[src/rtl/irqc_pkg.sv]
package irqc_pkg;
   typedef enum logic [1:0] {
      LV_NONE = 2'd0,
      LV_LOW  = 2'd1,
      LV_HIGH = 2'd2
   } lvl_e;

   localparam logic [2:0] RA_CLEAR = 3'd0;
   localparam logic [2:0] RA_ENA   = 3'd1;
   localparam logic [2:0] RA_PRIO  = 3'd2;
   localparam logic [2:0] RA_POL   = 3'd3;
   localparam logic [2:0] RA_CTRL  = 3'd4;

   localparam int CB_MODE = 0;
   localparam int CB_GHI  = 1;
   localparam int CB_GLO  = 2;
endpackage

[src/rtl/irqc_sync_hist.sv]
module irqc_sync_hist #(
   parameter int W      = 1,
   parameter int STAGES = 2
) (
   input  logic         clk,
   input  logic         rst_n,
   input  logic [W-1:0] din,
   output logic [W-1:0] cur,
   output logic [W-1:0] prv
);
   logic [STAGES-1:0][W-1:0] stg;

   always_ff @(posedge clk or negedge rst_n) begin
      if (!rst_n) stg[0] <= '0;
      else        stg[0] <= din;
   end

   for (genvar s = 1; s < STAGES; s++) begin : g_stage
      always_ff @(posedge clk or negedge rst_n) begin
         if (!rst_n) stg[s] <= '0;
         else        stg[s] <= stg[s-1];
      end
   end

   always_ff @(posedge clk or negedge rst_n) begin
      if (!rst_n) prv <= '0;
      else        prv <= stg[STAGES-1];
   end

   assign cur = stg[STAGES-1];
endmodule

[src/rtl/irqc_flags.sv]
module irqc_flags #(
   parameter int NEXT        = 3,
   parameter int NPORT       = 4,
   parameter int NPERIPH     = 8,
   parameter int SYNC_STAGES = 2,
   localparam int NSRC       = NEXT + 1 + NPERIPH
) (
   input  logic               clk,
   input  logic               rst_n,
   input  logic [NEXT-1:0]    ext_pin,
   input  logic [NPORT-1:0]   port_pin,
   input  logic [NPERIPH-1:0] periph_evt,
   input  logic [NEXT-1:0]    pol,
   input  logic [NSRC-1:0]    clr,
   output logic [NSRC-1:0]    flags
);
   logic [NEXT-1:0]  ext_cur, ext_prv, ext_hit;
   logic [NPORT-1:0] prt_cur, prt_prv;
   logic             prt_chg;
   logic [NSRC-1:0]  set_v;

   irqc_sync_hist #(.W(NEXT), .STAGES(SYNC_STAGES)) u_ext (
      .clk(clk), .rst_n(rst_n), .din(ext_pin), .cur(ext_cur), .prv(ext_prv));

   irqc_sync_hist #(.W(NPORT), .STAGES(SYNC_STAGES)) u_prt (
      .clk(clk), .rst_n(rst_n), .din(port_pin), .cur(prt_cur), .prv(prt_prv));

   for (genvar i = 0; i < NEXT; i++) begin : g_edge
      assign ext_hit[i] = pol[i] ? (ext_cur[i] & ~ext_prv[i])
                                 : (~ext_cur[i] & ext_prv[i]);
   end

   assign prt_chg = |(prt_cur ^ prt_prv);
   assign set_v   = {periph_evt, prt_chg, ext_hit};

   always_ff @(posedge clk or negedge rst_n) begin
      if (!rst_n) flags <= '0;
      else        flags <= (flags & ~clr) | set_v;
   end
endmodule

[src/rtl/irqc_resolve.sv]
module irqc_resolve #(
   parameter int NEXT    = 3,
   parameter int NPERIPH = 8,
   parameter int ADDR_W  = 16,
   parameter logic [ADDR_W-1:0] VEC_HI = 16'h0008,
   parameter logic [ADDR_W-1:0] VEC_LO = 16'h0018,
   localparam int NSRC   = NEXT + 1 + NPERIPH,
   localparam int NCORE  = NEXT + 1
) (
   input  logic [NSRC-1:0]   flags,
   input  logic [NSRC-1:0]   ena,
   input  logic [NSRC-1:1]   prio,
   input  logic              two_lvl,
   input  logic              g_hi,
   input  logic              g_lo,
   output logic              req,
   output logic              take_hi,
   output logic [ADDR_W-1:0] vec
);
   localparam logic [NSRC-1:0] CORE_M = {{NPERIPH{1'b0}}, {NCORE{1'b1}}};

   logic [NSRC-1:0] pend, hi_m;
   logic            flat_req, hi_req, lo_req;

   assign pend     = flags & ena;
   assign hi_m     = {prio, 1'b1};
   assign flat_req = g_hi & |(pend & (CORE_M | (g_lo ? ~CORE_M : '0)));
   assign hi_req   = g_hi & |(pend & hi_m);
   assign lo_req   = g_hi & g_lo & |(pend & ~hi_m);

   always_comb begin
      if (two_lvl) begin
         req     = hi_req | lo_req;
         take_hi = hi_req;
      end else begin
         req     = flat_req;
         take_hi = 1'b1;
      end
      vec = take_hi ? VEC_HI : VEC_LO;
   end
endmodule

[src/rtl/irqc_level.sv]
module irqc_level
   import irqc_pkg::*;
(
   input  logic clk,
   input  logic rst_n,
   input  logic sw_wr,
   input  logic sw_hi,
   input  logic sw_lo,
   input  logic req,
   input  logic take_hi,
   input  logic ack,
   input  logic ret,
   output logic g_hi,
   output logic g_lo,
   output lvl_e cur
);
   lvl_e prev;

   always_ff @(posedge clk or negedge rst_n) begin
      if (!rst_n) begin
         g_hi <= 1'b0;
         g_lo <= 1'b0;
         cur  <= LV_NONE;
         prev <= LV_NONE;
      end else begin
         if (sw_wr) begin
            g_hi <= sw_hi;
            g_lo <= sw_lo;
         end
         if (ret && cur != LV_NONE) begin
            if (cur == LV_HIGH) g_hi <= 1'b1;
            else                g_lo <= 1'b1;
            cur  <= prev;
            prev <= LV_NONE;
         end else if (ack && req) begin
            prev <= cur;
            if (take_hi) begin
               cur  <= LV_HIGH;
               g_hi <= 1'b0;
            end else begin
               cur  <= LV_LOW;
               g_lo <= 1'b0;
            end
         end
      end
   end
endmodule

[src/rtl/prio_irq_ctrl.sv]
module prio_irq_ctrl
   import irqc_pkg::*;
#(
   parameter int NEXT        = 3,
   parameter int NPORT       = 4,
   parameter int NPERIPH     = 8,
   parameter int SYNC_STAGES = 2,
   parameter bit HAS_PRIO    = 1'b1,
   parameter int ADDR_W      = 16,
   parameter logic [ADDR_W-1:0] VEC_HI = 16'h0008,
   parameter logic [ADDR_W-1:0] VEC_LO = 16'h0018,
   localparam int NSRC       = NEXT + 1 + NPERIPH
) (
   input  logic               clk,
   input  logic               rst_n,
   input  logic [NEXT-1:0]    ext_pin,
   input  logic [NPORT-1:0]   port_pin,
   input  logic [NPERIPH-1:0] periph_evt,
   input  logic               wr_en,
   input  logic [2:0]         wr_addr,
   input  logic [NSRC-1:0]    wr_data,
   input  logic               irq_ack,
   input  logic               irq_ret,
   output logic               irq_req,
   output logic [ADDR_W-1:0]  irq_vec,
   output logic [1:0]         in_svc,
   output logic [NSRC-1:0]    flags_o,
   output logic               glb_hi_o,
   output logic               glb_lo_o
);
   if (NEXT < 1)        begin : g_bad_next  $error("NEXT must be at least 1");      end
   if (NPORT < 1)       begin : g_bad_port  $error("NPORT must be at least 1");     end
   if (NSRC < 3)        begin : g_bad_nsrc  $error("need at least 3 sources");      end
   if (SYNC_STAGES < 2) begin : g_bad_sync  $error("SYNC_STAGES must be >= 2");     end
   if (ADDR_W < 5)      begin : g_bad_addr  $error("ADDR_W too small for vectors"); end

   logic [NSRC-1:0] ena_q;
   logic [NSRC-1:1] prio_q;
   logic [NEXT-1:0] pol_q;
   logic            mode_q, mode_eff;
   logic [NSRC-1:0] clr_v;
   logic            ctrl_wr, take_hi;
   lvl_e            lvl;

   always_ff @(posedge clk or negedge rst_n) begin
      if (!rst_n) begin
         ena_q  <= '0;
         prio_q <= '0;
         pol_q  <= '0;
         mode_q <= 1'b0;
      end else if (wr_en) begin
         case (wr_addr)
            RA_ENA:  ena_q  <= wr_data;
            RA_PRIO: prio_q <= wr_data[NSRC-1:1];
            RA_POL:  pol_q  <= wr_data[NEXT-1:0];
            RA_CTRL: mode_q <= wr_data[CB_MODE];
            default: ;
         endcase
      end
   end

   if (HAS_PRIO) begin : g_two_lvl
      assign mode_eff = mode_q;
   end else begin : g_flat_only
      assign mode_eff = 1'b0;
   end

   assign clr_v   = (wr_en && wr_addr == RA_CLEAR) ? wr_data : '0;
   assign ctrl_wr = wr_en && wr_addr == RA_CTRL;

   irqc_flags #(.NEXT(NEXT), .NPORT(NPORT), .NPERIPH(NPERIPH),
                .SYNC_STAGES(SYNC_STAGES)) u_flags (
      .clk(clk), .rst_n(rst_n), .ext_pin(ext_pin), .port_pin(port_pin),
      .periph_evt(periph_evt), .pol(pol_q), .clr(clr_v), .flags(flags_o));

   irqc_resolve #(.NEXT(NEXT), .NPERIPH(NPERIPH), .ADDR_W(ADDR_W),
                  .VEC_HI(VEC_HI), .VEC_LO(VEC_LO)) u_res (
      .flags(flags_o), .ena(ena_q), .prio(prio_q), .two_lvl(mode_eff),
      .g_hi(glb_hi_o), .g_lo(glb_lo_o), .req(irq_req), .take_hi(take_hi),
      .vec(irq_vec));

   irqc_level u_lvl (
      .clk(clk), .rst_n(rst_n), .sw_wr(ctrl_wr),
      .sw_hi(wr_data[CB_GHI]), .sw_lo(wr_data[CB_GLO]),
      .req(irq_req), .take_hi(take_hi), .ack(irq_ack), .ret(irq_ret),
      .g_hi(glb_hi_o), .g_lo(glb_lo_o), .cur(lvl));

   assign in_svc = lvl;
endmodule

[config.mk]
export PLATFORM = sky130hd
export DESIGN_NAME = prio_irq_ctrl
export DESIGN_NICKNAME = d
export VERILOG_FILES = /design/src/rtl/irqc_pkg.sv /design/src/rtl/irqc_sync_hist.sv /design/src/rtl/irqc_flags.sv /design/src/rtl/irqc_resolve.sv /design/src/rtl/irqc_level.sv /design/src/rtl/prio_irq_ctrl.sv
export SDC_FILE = /design/constraint.sdc
export NUM_CORES = 1
export LEC_CHECK = 0
export CELL_PAD_IN_SITES_DETAIL_PLACEMENT = 1
export CELL_PAD_IN_SITES_GLOBAL_PLACEMENT = 1
export CORE_ASPECT_RATIO = 0.75
export CORE_MARGIN = 2
export CORE_UTILIZATION = 43
export CTS_CLUSTER_SIZE = 14
export DETAILED_ROUTE_END_ITERATION = 8
export GPL_ROUTABILITY_DRIVEN = 0
export PLACE_DENSITY = 0.95
export SLEW_MARGIN = 15
export SYNTH_ARGS = -nofsm -noshare
export SYNTH_HDL_FRONTEND = slang
export SYNTH_HIERARCHICAL = 1
export SYNTH_SLANG_ARGS = --single-unit
[constraint.sdc]
create_clock -name clk -period 3.3 [get_ports clk]
set_input_delay 0.495 -clock clk [delete_from_list [all_inputs] [get_ports clk]]
set_output_delay 0.495 -clock clk [all_outputs]
set_load 0.01 [all_outputs]
==> results of run 1 <==
[cell usage after synthesis, types with 2 or more instances]
library cell	count	area [µm²]
dfrtp_1	66	1650
buf_4	22	165
mux2_4	21	315
nand2_1	20	75.1
inv_1	15	56.3
and2_1	12	75.1
nand3_1	11	55.1
a21o_1	10	75.1
mux2_2	7	78.8
nand4_1	7	43.8
nor2_1	5	18.8
mux2i_1	4	40.0
nand3b_1	4	30.0
a21oi_1	3	15.0
o21ai_1	3	15.0
o221ai_1	3	26.3
o22ai_1	3	18.8
xnor2_1	3	26.3
and4bb_2	2	25.0
buf_6	2	22.5
conb_1	2	7.51
nor3_2	2	20.0
o21ai_0	2	10.0
o32ai_1	2	17.5
[routing by layer]
layer	GRT usage (%)	up-vias	routed length (µm)
met5	0	-	0
met3	5.50	17	361
met1	23.2	1055	2970
met4	8.08	0	135
li1	-	931	-
met2	31.5	50	3450
[metrics by stage]
stage / hold WS [ns] / utilization, % / total power [mW] / instance area, µm²
2_1_floorplan: 0.199 / - / 1.37 / 3060
3_3_place_gp: 0.331 / 51.6 / 1.55 / 3510
3_5_place_dp: 0.338 / 51.6 / 1.59 / 3510
4_1_cts: 0.354 / 54.6 / 2.30 / 3710
5_1_grt: 0.374 / 54.6 / 2.39 / 3710
6_report: 0.340 / 54.6 / 2.28 / 3710
[cells in the final DEF, fill, tap and decap left out, types with 3 or more instances in the layout]
cell,count
a21o_1,10
a21oi_1,3
and2_1,12
buf_4,3
clkbuf_8,11
clkdlybuf4s50_1,51
conb_1,15
dfrtp_1,66
inv_1,15
mux2_2,7
mux2_4,21
mux2i_1,4
nand2_1,20
nand3_1,11
nand3b_1,4
nand4_1,7
nor2_1,5
o21ai_1,3
o221ai_1,3
o22ai_1,3
xnor2_1,3
[cell type report]
cell class                      instances  share of cell area (%)
Sequential cell                        66                    44.5
Multi-Input combinational cell        153                    31.1
Timing Repair Buffer                   55                    14.5
Clock buffer                           12                    4.18
Tap cell                               84                    2.83
Inverter                               16                    1.65
Clock inverter                          4                    1.35
[power breakdown]
part | internal [mW] | leakage [nW] | switching, mW
sequential | 0.931 | 0.751 | 0.122
combinational | 0.293 | 0.763 | 0.241
clock | 0.389 | 0.0986 | 0.301
[logic make-up (layout without fill, tap and decap cells)]
logic type             Yosys count  count (layout)  synth area share (%)
AND/OR/NAND/NOR                 70              70                  13.3
other                            2              15                 0.249
multiplexers                    32              32                  14.4
flip-flops                      66              66                  54.9
XOR/XNOR                         4               4                  1.16
buffers and inverters           41              87                  8.44
AO/OA/AOI/OAI                   32              32                  7.52
[flip-flops by register name, indices dropped and copies added, names as in the netlist]
register / cells
u_flags/u_prt/stg: 4
u_lvl/g_hi: 1
u_flags/u_prt/prv: 4
u_flags/u_ext/cur: 3
prio_q: 11
u_flags/u_ext/prv: 3
u_lvl/cur: 2
u_lvl/prev: 2
mode_eff: 1
u_flags/u_prt/cur: 4
ena_q: 12
u_flags/flags: 12
u_lvl/g_lo: 1
u_flags/u_ext/stg: 3
pol_q: 3
[path summary, 6_finish.rpt]
| path | end | slack, ns | cells after the start |
|---|---|---|---|
| worst max-delay path | irq_req | 0.36 | 6 |
| worst min-delay path | u_flags/flags[1] | 0.34 | 1 |
| worst max register to register | u_lvl/g_lo | 1.13 | 8 |
| worst min register to register | u_flags/u_ext/cur[2] | 0.35 | 0 |
| max in group asynchronous | u_flags/flags[11] | 2.20 | 2 |
| min in group clk | u_flags/u_ext/cur[2] | 0.35 | 0 |
==> results_dict.tcl, run 1 <==
set metrics [dict create \
    status "finished, final reports clean" \
    setup_violations 0 \
    worstMarginPinSlew_ns 1.05 \
    clk_pin_slew_ns 0.07 \
    r2r-start "u_flags/flags[3]" \
    pre_cts_slack_ns 0.744 \
    cp.required_ns 2.80 \
    ys_seq_area_share_pct 54.9 \
    multiInputGateArea_um2 1150 \
    totalWireLength_um 6910 \
    start_kind "flip-flop" \
    final_antenna_net_count 0 \
    async_flop_share_pct 100 \
    antenna_found_initial 0 \
    hp-class "in -> async" \
    fin_tns_setup_ns 0 \
    synth_edf_count 0 \
    grt_pass1_wl_um 11300 \
    cts_hold_buf 0 \
    clockRootBuffer "clkbuf_8" \
    chipWidth_um 101 \
    drive_above_1_share_pct 18.0 \
    startpoint "u_flags/flags[3]" \
    post-route-min-period_ns 2.94 \
    syn_area_per_cell_um2 12.2 \
    vias_per_cell 5.26 \
    vias 2053 \
    crit_chain "nand2_1 > o22ai_1 > or3_1 > nor3_2 > a221oi_1 > clkdlybuf4s50_1" \
    insertion_delay_ns 0.34 \
    dp_hpwl_um 4900 \
    wl_per_cell_um 17.7 \
    rsz0062_at_grt "false" \
    critPathBufInv 1 \
    diodes 0 \
    globalRoute.totalOverflow 0 \
    hold_viol_final 0 \
    numClockSinks 66 \
    htreeDepth 3 \
    fin_crit_sh_pct 89.2 \
    cts_tree "done" \
    die_area_um2 7690 \
    slew_headroom_pct 30.2 \
    power_density_nw_per_um2 613 \
    placed_cells 374 \
    p_leak_nw 1.61 \
    start_util_pct 44.3 \
    fin_skew_ns 0.00602 \
    drc_errors 0 \
    grt_max_degree 49 \
    syn_area_um2 3010 \
    core_area_um2 6800 \
    rows 26 \
    cts_resized 0 \
    grt_usage_pct 19.1 \
    die_h_um 76.5 \
    grt_pass1_vias 2194 \
    synth_ff_type "dfrtp_1" \
    ioPinCount 68 \
    vdd_drop_max_mv 0.293 \
    first_pass_iters 4 \
    critical_path.top_delay_family "compound AO/OA/AOI/OAI gates" \
    yosysWarnings 6 \
    setup_slack_ns 0.356 \
    maxCapViolCount 0 \
    nets 336 \
    max_freq_mhz 340 \
    fill_cells 718 \
    crit_slowest_cell "clkdlybuf4s50_1" \
    ys_seq_elements 66 \
    syn_to_final_growth_pct 23.4 \
    crit_path_end_kind "output pin" \
    clock_tree.buffer_depth 2 \
    slowest_delay_ns 0.65 \
    place.port_buffers 52 \
    critical_path_arrival_ns 2.45 \
    synth.distinct_cells 40 \
    critPathMaxFanout 4 \
    drt_first_iter_violations 68 \
    postCtsSetupRepairBufs 0 \
    seq_area_um2 1650 \
    timing.final.max_slew_violations 0 \
    numCtsBuffers 9 \
    syn_inst 247 \
    worst-setup-path-type "reg -> out" \
    stdcell_count 390 \
]
(Power assumes the default switching activity.)
==> run 2: changes to the inputs <==
clock period = 3.4 ns   (was 3.3 ns; I/O delays follow)
==> run 2 against run 1 <==
Compared with the run above:
- register-to-register slack worse by 0.05 ns
- cell count unchanged
- sequential power about the same
- flip-flop and latch count unchanged
- highest routed layer unchanged
- hold slack worse by 0.16 ns
- sequential share of layout area up 0.39 points
- critical path depth unchanged
==> results_dict.tcl, run 2 (same netlist as run 1, synthesis figures left out) <==
set metrics [dict create \
    status "finished, final reports clean" \
    maxCapViolCount 0 \
    fin_tns_setup_ns 0 \
    core_area_um2 6800 \
    vias 2027 \
    switchingPower_uw 669 \
    start_kind "flip-flop" \
    cts_resized 0 \
    slowest_delay_ns 0.67 \
    placed_cells 374 \
    ioPinCount 68 \
    drc_errors 0 \
    slew_headroom_pct 56.6 \
    max_freq_mhz 325 \
    stdcell_count 390 \
    numClockSinks 66 \
    final_cell_mix "dfrtp_1 (66), clkdlybuf4s50_1 (51), mux2_4 (21)" \
    grt_max_degree 51 \
    vdd_drop_max_mv 0.271 \
    diodes 0 \
    fill_cells 711 \
    fin_crit_sh_pct 90.4 \
    insertion_delay_ns 0.35 \
    p_leak_nw 1.60 \
    pre_cts_slack_ns 0.734 \
    hold_ws_ns 0.178 \
    power.internal_mw 1.45 \
    critPathMaxFanout 3 \
    die_h_um 76.5 \
    top_regs "ena_q: 12 flops, u_flags/flags: 12 flops, prio_q: 11 flops" \
    layout_commonest_cell "dfrtp_1" \
    wl_per_cell_um 17.9 \
    numCtsBuffers 9 \
    grt_pass1_wl_um 11400 \
    power_frac_comb_pct 25.0 \
    setup_slack_ns 0.326 \
    timing.final.max_slew_violations 0 \
    final_antenna_net_count 0 \
    dp_hpwl_um 5080 \
    utilization_pct 54.2 \
    critical_path_arrival_ns 2.56 \
    crit_path_end_kind "output pin" \
    worstMarginPinSlew_ns 0.651 \
    grt_usage_pct 19.8 \
    post-route-min-period_ns 3.07 \
    worst-setup-path-type "reg -> out" \
    clockRootBuffer "clkbuf_8" \
    htreeDepth 3 \
    p_seq_share_pct 48.2 \
    power_density_nw_per_um2 576 \
    clock_tree.buffer_depth 2 \
    hp-class "in -> async" \
    switching_share_pct 31.5 \
    clk_pin_slew_ns 0.07 \
    cts_tree "done" \
    rows 26 \
    postCtsSetupRepairBufs 0 \
    hold_viol_final 0 \
    crit_slowest_cell "clkdlybuf4s50_1" \
    drt_first_iter_violations 86 \
    start_util_pct 44.3 \
    fin_skew_ns 0.00493 \
    first_pass_iters 4 \
    crit_chain "nand2_1 > o2111ai_1 > or3_1 > nor3_2 > a221oi_1 > clkdlybuf4s50_1" \
    die_area_um2 7690 \
    antenna_found_initial 0 \
    grt_pass1_vias 2173 \
    drive_above_1_share_pct 18.0 \
    clockPowerShare_pct 26.8 \
    place.port_buffers 52 \
    chipWidth_um 101 \
    syn_to_final_growth_pct 22.3 \
    cts_hold_buf 0 \
    setup_violations 0 \
    cp.required_ns 2.89 \
    globalRoute.totalOverflow 0 \
    nets 336 \
    vias_per_cell 5.20 \
    rsz0062_at_grt "false" \
    totalWireLength_um 6980 \
]
run 2: area by class of cell:
class | count | area [µm²] | share of cell area [%]
repair buffers | 55 | 541 | 14.7
clock buffers | 10 | 128 | 3.47
flip-flops and latches | 66 | 1650 | 44.9
multi-input cells | 153 | 1150 | 31.3
inverters | 16 | 61.3 | 1.66
well taps | 84 | 105 | 2.85
clock inverters | 6 | 42.5 | 1.16
run 2: critical path, delay by kind of cell, from the launching register on:
kind,cells,cell delay [ns]
simple gates,3,0.32
compound gates,2,0.82
flops,1,0.40
buf+inv,1,0.67
run 2: final timing paths:
path	startpoint	to	slack (ns)	cells past startpoint
max in group asynchronous	rst_n	u_flags/flags[10]	2.62	2
worst max register to register	ena_q[6]	u_lvl/prev[0]	1.08	8
worst max-delay path	ena_q[6]	irq_req	0.33	6
min in group clk	u_flags/u_prt/stg[1]	u_flags/u_prt/cur[1]	0.35	0
worst min-delay path	rst_n	u_flags/u_ext/cur[1]	0.18	1
worst min register to register	u_flags/u_prt/stg[1]	u_flags/u_prt/cur[1]	0.35	0
run 2: layer usage:
metal	up-vias	share of wire [%]	track usage, %
li1	928	-	-
met4	0	1.5	6.58
met3	11	5.5	6.97
met1	1026	42	24.2
met5	-	0	0
met2	62	51	32.5
run 2: power groups by stage:
stage,Sequential (mW),Combinational (mW),Clock (mW)
after global placement,1.02,0.483,0
after CTS,1.02,0.528,0.587
after detailed placement,1.03,0.520,0
after global routing,1.04,0.572,0.630
after floorplan,1.01,0.316,0
final,1.02,0.530,0.568
run 2: through the flow:
stage	instance area [µm²]	total power, mW
3_5_place_dp	3510	1.55
6_report	3680	2.12
3_3_place_gp	3510	1.51
5_1_grt	3680	2.24
4_1_cts	3680	2.14
2_1_floorplan	3060	1.33
==> run 3: changes to the inputs <==
--- a/config.mk
+++ b/config.mk
@@ -16,3 +16,2 @@
 export PLACE_DENSITY = 0.95
-export SLEW_MARGIN = 15
 export SYNTH_ARGS = -nofsm -noshare
--- a/constraint.sdc
+++ b/constraint.sdc
@@ -3,2 +3,2 @@
 set_output_delay 0.51 -clock clk [all_outputs]
-set_load 0.01 [all_outputs]
+set_load 0.1 [all_outputs]
==> run 3 against run 2 <==
Compared with the run above:
- non-clock buffer count stayed put
- worst setup slack improved by 0.53 ns
- highest routed layer unchanged
- fmax rose by 21%
- critical path depth is the same
- critical path type unchanged
- critical endpoint unchanged
- design area grew 0.95%
- via count fell by 0.79%
- die area stayed put
- combinational power increased by 61%
==> results_dict.tcl, run 3 (same netlist as run 1, synthesis figures left out) <==
set metrics [dict create \
    vdd_drop_max_mv 0.255 \
    hp-class "in -> async" \
    wl_per_cell_um 18.1 \
    rr_worst_depth 8 \
    grt_usage_pct 20.0 \
    crit_path_end_kind "output pin" \
    numClockSinks 66 \
    hold_viol_final 0 \
    stdcell_count 390 \
    fin_crit_sh_pct 74.8 \
    rsz0062_at_grt "false" \
    fill_cells 713 \
    clk_pin_slew_ns 0.08 \
    crit_chain "nand2_1 > o22ai_1 > or3_1 > nor3_2 > a221oi_4 > buf_4" \
    final_cell_mix "dfrtp_1 (66), clkdlybuf4s50_1 (47), mux2_4 (21)" \
    nets 336 \
    p_leak_nw 1.62 \
    postCtsSetupRepairBufs 0 \
    setup_slack_ns 0.857 \
    grt_pass1_vias 2249 \
    top_regs "ena_q: 12 flops, u_flags/flags: 12 flops, prio_q: 11 flops" \
    clockRootBuffer "clkbuf_8" \
    post-route-min-period_ns 2.54 \
    cts_hold_buf 0 \
    final_antenna_net_count 0 \
    grt_max_degree 26 \
    dp_hpwl_um 5200 \
    chipWidth_um 101 \
    r2r-start "u_flags/flags[7]" \
    htreeDepth 3 \
    start_kind "flip-flop" \
    drt_first_iter_violations 44 \
    crit_slowest_cell "dfrtp_1" \
    drive_above_1_share_pct 19.9 \
    grt_pass1_wl_um 11600 \
    cp.required_ns 2.89 \
    critPathBufInv 1 \
    globalRoute.totalOverflow 0 \
    start_util_pct 44.3 \
    diodes 0 \
    fin_tns_setup_ns 0 \
    slowest_delay_ns 0.43 \
    timing.final.max_slew_violations 0 \
    cts_resized 0 \
    critPathMaxFanout 4 \
    placed_cells 374 \
    power_density_nw_per_um2 684 \
    vias_per_cell 5.16 \
    pre_cts_slack_ns 1.17 \
    setup_violations 0 \
    drc_errors 0 \
    insertion_delay_ns 0.36 \
    first_pass_iters 4 \
    critical_path.top_delay_family "compound AO/OA/AOI/OAI gates" \
    r2r_end "u_lvl/g_lo" \
    ioPinCount 68 \
    reg2reg_slack_ns 1.32 \
    maxCapViolCount 0 \
    fin_skew_ns 0.00888 \
    vias 2011 \
    syn_to_final_growth_pct 23.5 \
    core_area_um2 6800 \
    power_mw 2.54 \
    layout_commonest_cell "dfrtp_1" \
    slew_headroom_pct 34.1 \
    rows 26 \
    antenna_found_initial 0 \
    numCtsBuffers 9 \
    die_h_um 76.5 \
    worst-setup-path-type "reg -> out" \
    die_area_um2 7690 \
    place.port_buffers 52 \
    clock_tree.buffer_depth 2 \
    critical_path_arrival_ns 2.03 \
    worstMarginPinSlew_ns 0.985 \
    status "finished, final reports clean" \
    cts_tree "done" \
    max_freq_mhz 393 \
    totalWireLength_um 7060 \
]
## run 3: cell types whose count changed in the layout (fill, tap and decap cells not counted)
cell / change
a221oi_1: -1
a221oi_4: +1
buf_2: +1
buf_4: +3
bufinv_16: +1
clkbuf_1: -1
clkdlybuf4s50_1: -4
clkinv_2: -1
inv_6: +1
## run 3: worst max-delay path by stage
stage	startpoint	endpoint	depth (start not counted)
finish	u_flags/flags[7]	irq_req	6
global route	u_flags/flags[7]	irq_req	6
global placement	wr_addr[2]	u_flags/flags[3]	7
detailed placement	wr_en	u_flags/flags[3]	7
CTS	u_lvl/cur[1]	in_svc[1]	1
floorplan	u_flags/flags[5]	u_lvl/prev[0]	8
## run 3: stage by stage
| step | cell area [µm²] | utilization (%) | hold WS (ns) |
|---|---|---|---|
| final | 3720 | 54.7 | 0.140 |
| after global routing | 3720 | 54.7 | 0.156 |
| after CTS | 3720 | 54.7 | 0.144 |
| after detailed placement | 3520 | 51.7 | 0.336 |
| after global placement | 3520 | 51.7 | 0.332 |
| after floorplan | 3080 | - | 0.214 |
## run 3: cell type report
class                      count  area, µm²  share of cell area, %
multi-input combinational    153       1170                   31.5
tap                           84        105                   2.83
clock inverter                 7       76.3                   2.05
clock buffer                   9        124                   3.33
timing repair buffer          55        528                   14.2
inverter                      16       61.3                   1.65
sequential                    66       1650                   44.4
## run 3: metal layers
| metal | wire length [µm] | part of all wire (%) | global-route usage [%] |
|---|---|---|---|
| met1 | 3030 | 43 | 23.8 |
| met2 | 3640 | 52 | 33.9 |
| met3 | 312 | 4.4 | 7.52 |
| met4 | 71 | 1.0 | 5.07 |
| met5 | 0 | 0 | 0 |
## run 3: where the power goes
group          switching [mW]  internal [mW]  total (mW)
clock                   0.323          0.343       0.666
sequential              0.124          0.903        1.03
combinational           0.568          0.283       0.851
total                    1.01           1.53        2.54
